--- config.mk ---
export PLATFORM = sky130hd
export DESIGN_NAME = ppb_decoder
export DESIGN_NICKNAME = d
export VERILOG_FILES = /design/src/rtl/ppb_pkg.sv /design/src/rtl/ppb_region_decode.sv /design/src/rtl/ppb_rsp_reg.sv /design/src/rtl/ppb_decoder.sv
export SDC_FILE = /design/constraint.sdc
export NUM_CORES = 1
export LEC_CHECK = 0
export BUFFER_PORTS_ARGS = -buffer_cell sky130_fd_sc_hd__buf_2
export CAP_MARGIN = 30
export CORE_AREA = 2 2 177 179
export CTS_CLUSTER_DIAMETER = 50
export DETAILED_ROUTE_END_ITERATION = 8
export DIE_AREA = 0 0 179 181
export PLACE_DENSITY = 0.48
export SYNTH_ARGS = -nofsm -noshare
export SYNTH_HDL_FRONTEND = slang
export SYNTH_HIERARCHICAL = 1
export SYNTH_SLANG_ARGS = --single-unit
export TNS_END_PERCENT = 1
--- constraint.sdc ---
create_clock -name clk -period 5.6 [get_ports clk]
set_clock_uncertainty 0.1 [all_clocks]
set_input_delay 1.4 -clock clk [delete_from_list [all_inputs] [get_ports clk]]
set_output_delay 1.4 -clock clk [all_outputs]
set_load 0.02 [all_outputs]
--- src/rtl/ppb_pkg.sv ---
`timescale 1ns/1ps
package ppb_pkg;
  typedef enum logic [1:0] {
    TGT_LOCAL = 2'd0,
    TGT_SYS   = 2'd1,
    TGT_TICK  = 2'd2
  } ppb_tgt_e;
endpackage

--- src/rtl/ppb_region_decode.sv ---
`timescale 1ns/1ps
module ppb_region_decode
  import ppb_pkg::*;
#(
  parameter int ADDR_W = 20,
  parameter int WIN_W  = 12,
  parameter int SIZE_W = 4,
  parameter int MAX_BYTES = 8,
  parameter bit SEC_EXT = 1'b1,
  parameter logic [ADDR_W-1:0] SYS_BASE   = 'h0E000,
  parameter logic [ADDR_W-1:0] ALIAS_BASE = 'h2E000,
  parameter logic [WIN_W-1:0]  TICK_LO    = 'h010,
  parameter logic [WIN_W-1:0]  TICK_HI    = 'h0FF
) (
  input  logic [ADDR_W-1:0] addr,
  input  logic [SIZE_W-1:0] size,
  input  logic              secure,
  output ppb_tgt_e          tgt,
  output logic [WIN_W-1:0]  fwd_off,
  output logic              fwd_secure,
  output logic              bad_size
);
  localparam int PAGE_W = ADDR_W - WIN_W;

  logic in_sys, in_alias, in_tick;
  logic [WIN_W-1:0] off;

  assign off      = addr[WIN_W-1:0];
  assign in_sys   = (addr[ADDR_W-1:WIN_W] == SYS_BASE[ADDR_W-1:WIN_W]);
  assign in_tick  = in_sys && (off >= TICK_LO) && (off <= TICK_HI);
  assign bad_size = !$onehot(size) || (32'(size) > MAX_BYTES);

  generate
    if (SEC_EXT) begin : g_alias
      logic [PAGE_W-1:0] alias_page;
      assign alias_page = ALIAS_BASE[ADDR_W-1:WIN_W];
      assign in_alias   = (addr[ADDR_W-1:WIN_W] == alias_page);
    end else begin : g_no_alias
      assign in_alias = 1'b0;
    end
  endgenerate

  always_comb begin
    tgt        = TGT_LOCAL;
    fwd_off    = off;
    fwd_secure = secure;
    if (bad_size) begin
      tgt = TGT_LOCAL;
    end else if (in_tick) begin
      tgt = TGT_TICK;
    end else if (in_sys) begin
      tgt = TGT_SYS;
    end else if (in_alias && secure) begin
      tgt        = TGT_SYS;
      fwd_secure = 1'b0;
    end
  end
endmodule

--- src/rtl/ppb_rsp_reg.sv ---
`timescale 1ns/1ps
module ppb_rsp_reg
  import ppb_pkg::*;
#(
  parameter int DATA_W = 64
) (
  input  logic              clk,
  input  logic              rst_n,
  input  logic              hs,
  input  ppb_tgt_e          tgt,
  input  logic              local_err,
  input  logic [DATA_W-1:0] sys_rdata,
  input  logic              sys_err,
  input  logic [DATA_W-1:0] tck_rdata,
  input  logic              tck_err,
  output logic              rsp_valid,
  output logic [DATA_W-1:0] rsp_rdata,
  output logic              rsp_err
);
  always_ff @(posedge clk) begin
    if (!rst_n) begin
      rsp_valid <= 1'b0;
      rsp_rdata <= '0;
      rsp_err   <= 1'b0;
    end else begin
      rsp_valid <= hs;
      if (hs) begin
        unique case (tgt)
          TGT_SYS: begin
            rsp_rdata <= sys_rdata;
            rsp_err   <= sys_err;
          end
          TGT_TICK: begin
            rsp_rdata <= tck_rdata;
            rsp_err   <= tck_err;
          end
          default: begin
            rsp_rdata <= '0;
            rsp_err   <= local_err;
          end
        endcase
      end
    end
  end

  AST_RSP_AFTER_HS: assert property (@(posedge clk) disable iff (!rst_n)
    hs |=> rsp_valid);
  AST_NO_SPURIOUS_RSP: assert property (@(posedge clk) disable iff (!rst_n)
    !hs |=> !rsp_valid);
endmodule

--- src/rtl/ppb_decoder.sv ---
`timescale 1ns/1ps
module ppb_decoder
  import ppb_pkg::*;
#(
  parameter int ADDR_W = 20,
  parameter int DATA_W = 64,
  parameter int SIZE_W = 4,
  parameter int WIN_W  = 12,
  parameter bit SEC_EXT = 1'b1
) (
  input  logic              clk,
  input  logic              rst_n,
  input  logic              req_valid,
  output logic              req_ready,
  input  logic [ADDR_W-1:0] req_addr,
  input  logic              req_write,
  input  logic [DATA_W-1:0] req_wdata,
  input  logic [SIZE_W-1:0] req_size,
  input  logic              req_priv,
  input  logic              req_secure,
  output logic              rsp_valid,
  output logic [DATA_W-1:0] rsp_rdata,
  output logic              rsp_err,
  output logic              sys_valid,
  input  logic              sys_ready,
  output logic [WIN_W-1:0]  sys_addr,
  output logic              sys_write,
  output logic [DATA_W-1:0] sys_wdata,
  output logic [SIZE_W-1:0] sys_size,
  output logic              sys_priv,
  output logic              sys_secure,
  input  logic [DATA_W-1:0] sys_rdata,
  input  logic              sys_err,
  output logic              tck_valid,
  input  logic              tck_ready,
  output logic [WIN_W-1:0]  tck_addr,
  output logic              tck_write,
  output logic [DATA_W-1:0] tck_wdata,
  output logic [SIZE_W-1:0] tck_size,
  output logic              tck_priv,
  output logic              tck_secure,
  input  logic [DATA_W-1:0] tck_rdata,
  input  logic              tck_err
);
  ppb_tgt_e         tgt;
  logic [WIN_W-1:0] fwd_off;
  logic             fwd_secure, bad_size, local_err, hs;

  ppb_region_decode #(
    .ADDR_W(ADDR_W), .WIN_W(WIN_W), .SIZE_W(SIZE_W), .SEC_EXT(SEC_EXT)
  ) u_dec (
    .addr(req_addr), .size(req_size), .secure(req_secure),
    .tgt(tgt), .fwd_off(fwd_off), .fwd_secure(fwd_secure), .bad_size(bad_size)
  );

  assign sys_valid  = req_valid && (tgt == TGT_SYS);
  assign sys_addr   = fwd_off;
  assign sys_write  = req_write;
  assign sys_wdata  = req_wdata;
  assign sys_size   = req_size;
  assign sys_priv   = req_priv;
  assign sys_secure = fwd_secure;

  assign tck_valid  = req_valid && (tgt == TGT_TICK);
  assign tck_addr   = fwd_off;
  assign tck_write  = req_write;
  assign tck_wdata  = req_wdata;
  assign tck_size   = req_size;
  assign tck_priv   = req_priv;
  assign tck_secure = req_secure;

  always_comb begin
    unique case (tgt)
      TGT_SYS:  req_ready = sys_ready;
      TGT_TICK: req_ready = tck_ready;
      default:  req_ready = 1'b1;
    endcase
  end

  assign hs        = req_valid && req_ready;
  assign local_err = bad_size || !req_priv;

  ppb_rsp_reg #(.DATA_W(DATA_W)) u_rsp (
    .clk(clk), .rst_n(rst_n), .hs(hs), .tgt(tgt), .local_err(local_err),
    .sys_rdata(sys_rdata), .sys_err(sys_err),
    .tck_rdata(tck_rdata), .tck_err(tck_err),
    .rsp_valid(rsp_valid), .rsp_rdata(rsp_rdata), .rsp_err(rsp_err)
  );

  AST_ONE_PORT: assert property (@(posedge clk) disable iff (!rst_n)
    !(sys_valid && tck_valid));
  AST_BADSIZE_NOFWD: assert property (@(posedge clk) disable iff (!rst_n)
    (req_valid && !$onehot(req_size)) |-> (!sys_valid && !tck_valid));
  AST_ALIAS_NONSEC: assert property (@(posedge clk) disable iff (!rst_n)
    (sys_valid && (req_addr[ADDR_W-1:WIN_W] != 'h0E)) |-> !sys_secure);
  AST_USER_LOCAL_ERR: assert property (@(posedge clk) disable iff (!rst_n)
    (req_valid && req_ready && !req_priv && !sys_valid && !tck_valid) |=> rsp_err);
endmodule

==> results.sh <==
export IMPL_slowest_stage="or3b_4"
export IMPL_io_pins=461
export IMPL_muxShareOfSynthArea_pct=0
export IMPL_synth_cells=491
export IMPL_setup_violations=1
export IMPL_grt_antenna_before_repair=0
export IMPL_crit_type="in -> out"
export IMPL_cp_arrival_ns=4.12
export IMPL_fin_nets=808
export IMPL_drive_above_1_share_pct=50.9
export IMPL_hold_viol=0
export IMPL_floorplan_initialDensity_pct=13.4
export IMPL_p_leak_nw=2.14
export IMPL_synth_nets=725
export IMPL_via_per_inst=3.55
export IMPL_die_area_um2=32400
export IMPL_finalNonFillerCells=975
export IMPL_violations="setup timing"
export IMPL_gp_congestion=0.719
export IMPL_drv_cap=0
export IMPL_synth_seq_cells=66
export IMPL_routedWlPerCell_um=14.3
export IMPL_cp_start_kind="primary input"
export IMPL_grt_usage_pct=8.03
export IMPL_synth_cell_types=30
export IMPL_cp_common_cell="ha_4"
export IMPL_die_x_um=179
export IMPL_n_antenna_cell=0
export IMPL_via_count=3460
export IMPL_cts_sinks=66
export IMPL_seq_area_frac_synth_pct=32.4
export IMPL_cts_tree="built"
export IMPL_endpoint_kind="output pin"
export IMPL_route_met2_wl_mm=6.92
export IMPL_synth_top_family_by_area="buffers and inverters"
export IMPL_final_util_pct=16.5
export IMPL_drtIter0Drc=109
export IMPL_cts_made_buffers=9
export IMPL_clockBufferDepth=2
export IMPL_dr_max_layer_used="met4"
export IMPL_hold_class="reg -> reg"
export IMPL_ir_drop_uv=122
export IMPL_cts_setup_buffers=0
export IMPL_max_freq_mhz=178
export IMPL_syn_area_um2=4080
export IMPL_wl_met1_mm=4.61
export IMPL_grt_first_pass_wirelength_mm=18.8
export IMPL_insertion_delay_ns=0.33
export IMPL_grt_max_degree=65
export IMPL_outcome="finished with violations"
export IMPL_overflow=0
export IMPL_path_cells="buf_8 > inv_4 > ha_4 > fa_2 > ha_4 > or3b_4 > a2111oi_4 > buf_4 > nor3b_4 > inv_1 > ha_1 > a221o_1 > buf_6"
export IMPL_synth_fa_ha_area_share_pct=2.64
export IMPL_dieHeight_um=181
export IMPL_wl_mm=13.9
export IMPL_ctsRootBufferMaster="clkbuf_16"
export IMPL_wl_met3_mm=1.82
export IMPL_placed_cells=959
export IMPL_fin_ws_ns=-0.0207
export IMPL_grt_pass1_vias=3142
export IMPL_min_period_over_period_pct=100
export IMPL_slowest_delay_ns=0.39
export IMPL_drc=0
export IMPL_cp_max_fo=3
export IMPL_rsz0062_at_grt="true"
export IMPL_port_buffers=253
export IMPL_synthToLayoutAreaGrowth_pct=22.8
export IMPL_tightest_slew_ns=0.502
export IMPL_post_route_min_period_ns=5.62
export IMPL_path_clk_slew_ns=0.05
export IMPL_slew_headroom_pct=66.3
export IMPL_synth_xor_area_share_pct=0
export IMPL_synthSimpleGateAreaFrac_pct=9.48
export IMPL_required_ns=4.10
export IMPL_cts_hold_buffers=0
export IMPL_slew_viol_final=0
export IMPL_drtAntennaViolNets=0
export IMPL_synth_compound_area_share_pct=21.3
export IMPL_syn_area_per_cell_um2=8.30
export IMPL_p_per_area_nw_per_um2=242
export IMPL_cts_htree_levels=3
export IMPL_core_um2=30300
export IMPL_yosysWarnings=6
export IMPL_hpwl_mm=11.3
export IMPL_drt_pre_antenna_iters=4
export IMPL_num_rows=64
-- area by class of cell --
cell class	instances	area, µm²
fill	3500	25300
timing repair buffer	264	1420
multi-input combinational	227	1410
sequential	66	1320
tap	396	495
clock buffer	9	225
clock inverter	7	100
inverter	6	27.5
-- final timing paths --
path / startpoint / endpoint / slack [ns] / cells after the start
max: req_size[1] / req_ready / -0.02 / 13
min: u_rsp/rsp_rdata[17] / u_rsp/rsp_rdata[17] / 0.34 / 2
max reg2reg: u_rsp/rsp_err / u_rsp/rsp_err / 4.84 / 2
min reg2reg: u_rsp/rsp_rdata[17] / u_rsp/rsp_rdata[17] / 0.34 / 2
-- Yosys cell counts, drive strengths merged --
| cell type | count | share of area, % |
|---|---|---|
| o21ai | 64 | 7.9 |
| nand2b | 1 | 0.15 |
| a21boi | 1 | 0.18 |
| or4 | 1 | 0.18 |
| o221ai | 1 | 0.21 |
| a221o | 1 | 0.25 |
| nand2 | 68 | 6.3 |
| ha | 7 | 2.1 |
| or3b | 1 | 0.21 |
| or4b | 1 | 0.34 |
| nand3b | 1 | 0.18 |
| inv | 6 | 0.55 |
| nor3b | 1 | 0.31 |
| a2111oi | 1 | 0.68 |
| nor3 | 1 | 0.12 |
| a31oi | 1 | 0.15 |
| and2b | 2 | 0.37 |
| and2 | 5 | 0.77 |
| a22oi | 64 | 12 |
| nor4 | 1 | 0.15 |
| buf | 184 | 33 |
| fa | 1 | 0.49 |
| clkbuf | 8 | 0.92 |
| dfxtp | 66 | 32 |
| a21o | 1 | 0.18 |
| nor2b | 1 | 0.15 |
| or2b | 1 | 0.21 |
-- logic make-up (layout without fill, tap and decap cells) --
logic type                 Yosys count  in the layout
buffers and inverters              198            286
AOI/OAI and AO/OA                  134            134
and+or+nand+nor                     85             85
DFF                                 66             66
adders and majority gates            8              8
-- timing repair --
item / in CTS / in global routing
resized for setup: 12 / 4
hold endpoints to repair: 0 / 0
setup endpoints to repair: 3 / 2
pin swaps: 6 / 1
-- metrics by stage --
step                setup slack [ns]  total power, mW  hold WS [ns]  instance area (µm²)  TNS (ns)
floorplan                     0.0177            0.673         0.437                 4080         0
global placement              -0.274            0.596         0.330                 4610    -0.474
detailed placement            -0.293            0.596         0.337                 4610    -0.510
CTS                          -0.0629             1.25         0.351                 5000   -0.0629
global route                  -0.146             1.28         0.375                 5010    -0.146
finish                       -0.0207             1.21         0.344                 5010   -0.0207
-- cells in the final DEF (no fill, tap or decap), drive strengths merged, types with 2 or more instances in the layout --
cell,Yosys,final
o21ai,64,64
ha,7,7
nand2,68,68
and2b,2,2
and2,5,5
clkbuf,8,9
dfxtp,66,66
clkinv,0,3
a22oi,64,64
inv,6,8
buf,184,264
bufinv,0,2
-- layer usage --
metal / vias up / track usage, %
li1: 1672 / -
met1: 1485 / 7.16
met2: 257 / 14.5
met3: 46 / 4.06
met4: 0 / 4.39
met5: - / 0
-- state kept, by name (all words and copies together), names as in the netlist --
| name | flops |
|---|---|
| u_rsp/rsp_rdata | 64 |
| u_rsp/rsp_err | 1 |
| u_rsp/rsp_valid | 1 |
-- worst max-delay path, delay by kind of cell --
kind            cells  cell delay [ns]
fa+ha+maj           4             1.05
compound gates      2             0.55
simple gates        2             0.57
buf+inv             5             0.53
-- power breakdown --
group / switching, mW / leakage, nW / internal, mW
combinational: 0.0588 / 1.45 / 0.0599
clock: 0.231 / 0.160 / 0.394
sequential: 0.000381 / 0.532 / 0.470
total: 0.290 / 2.14 / 0.924
No activity file was read; power rests on OpenSTA's default activity.
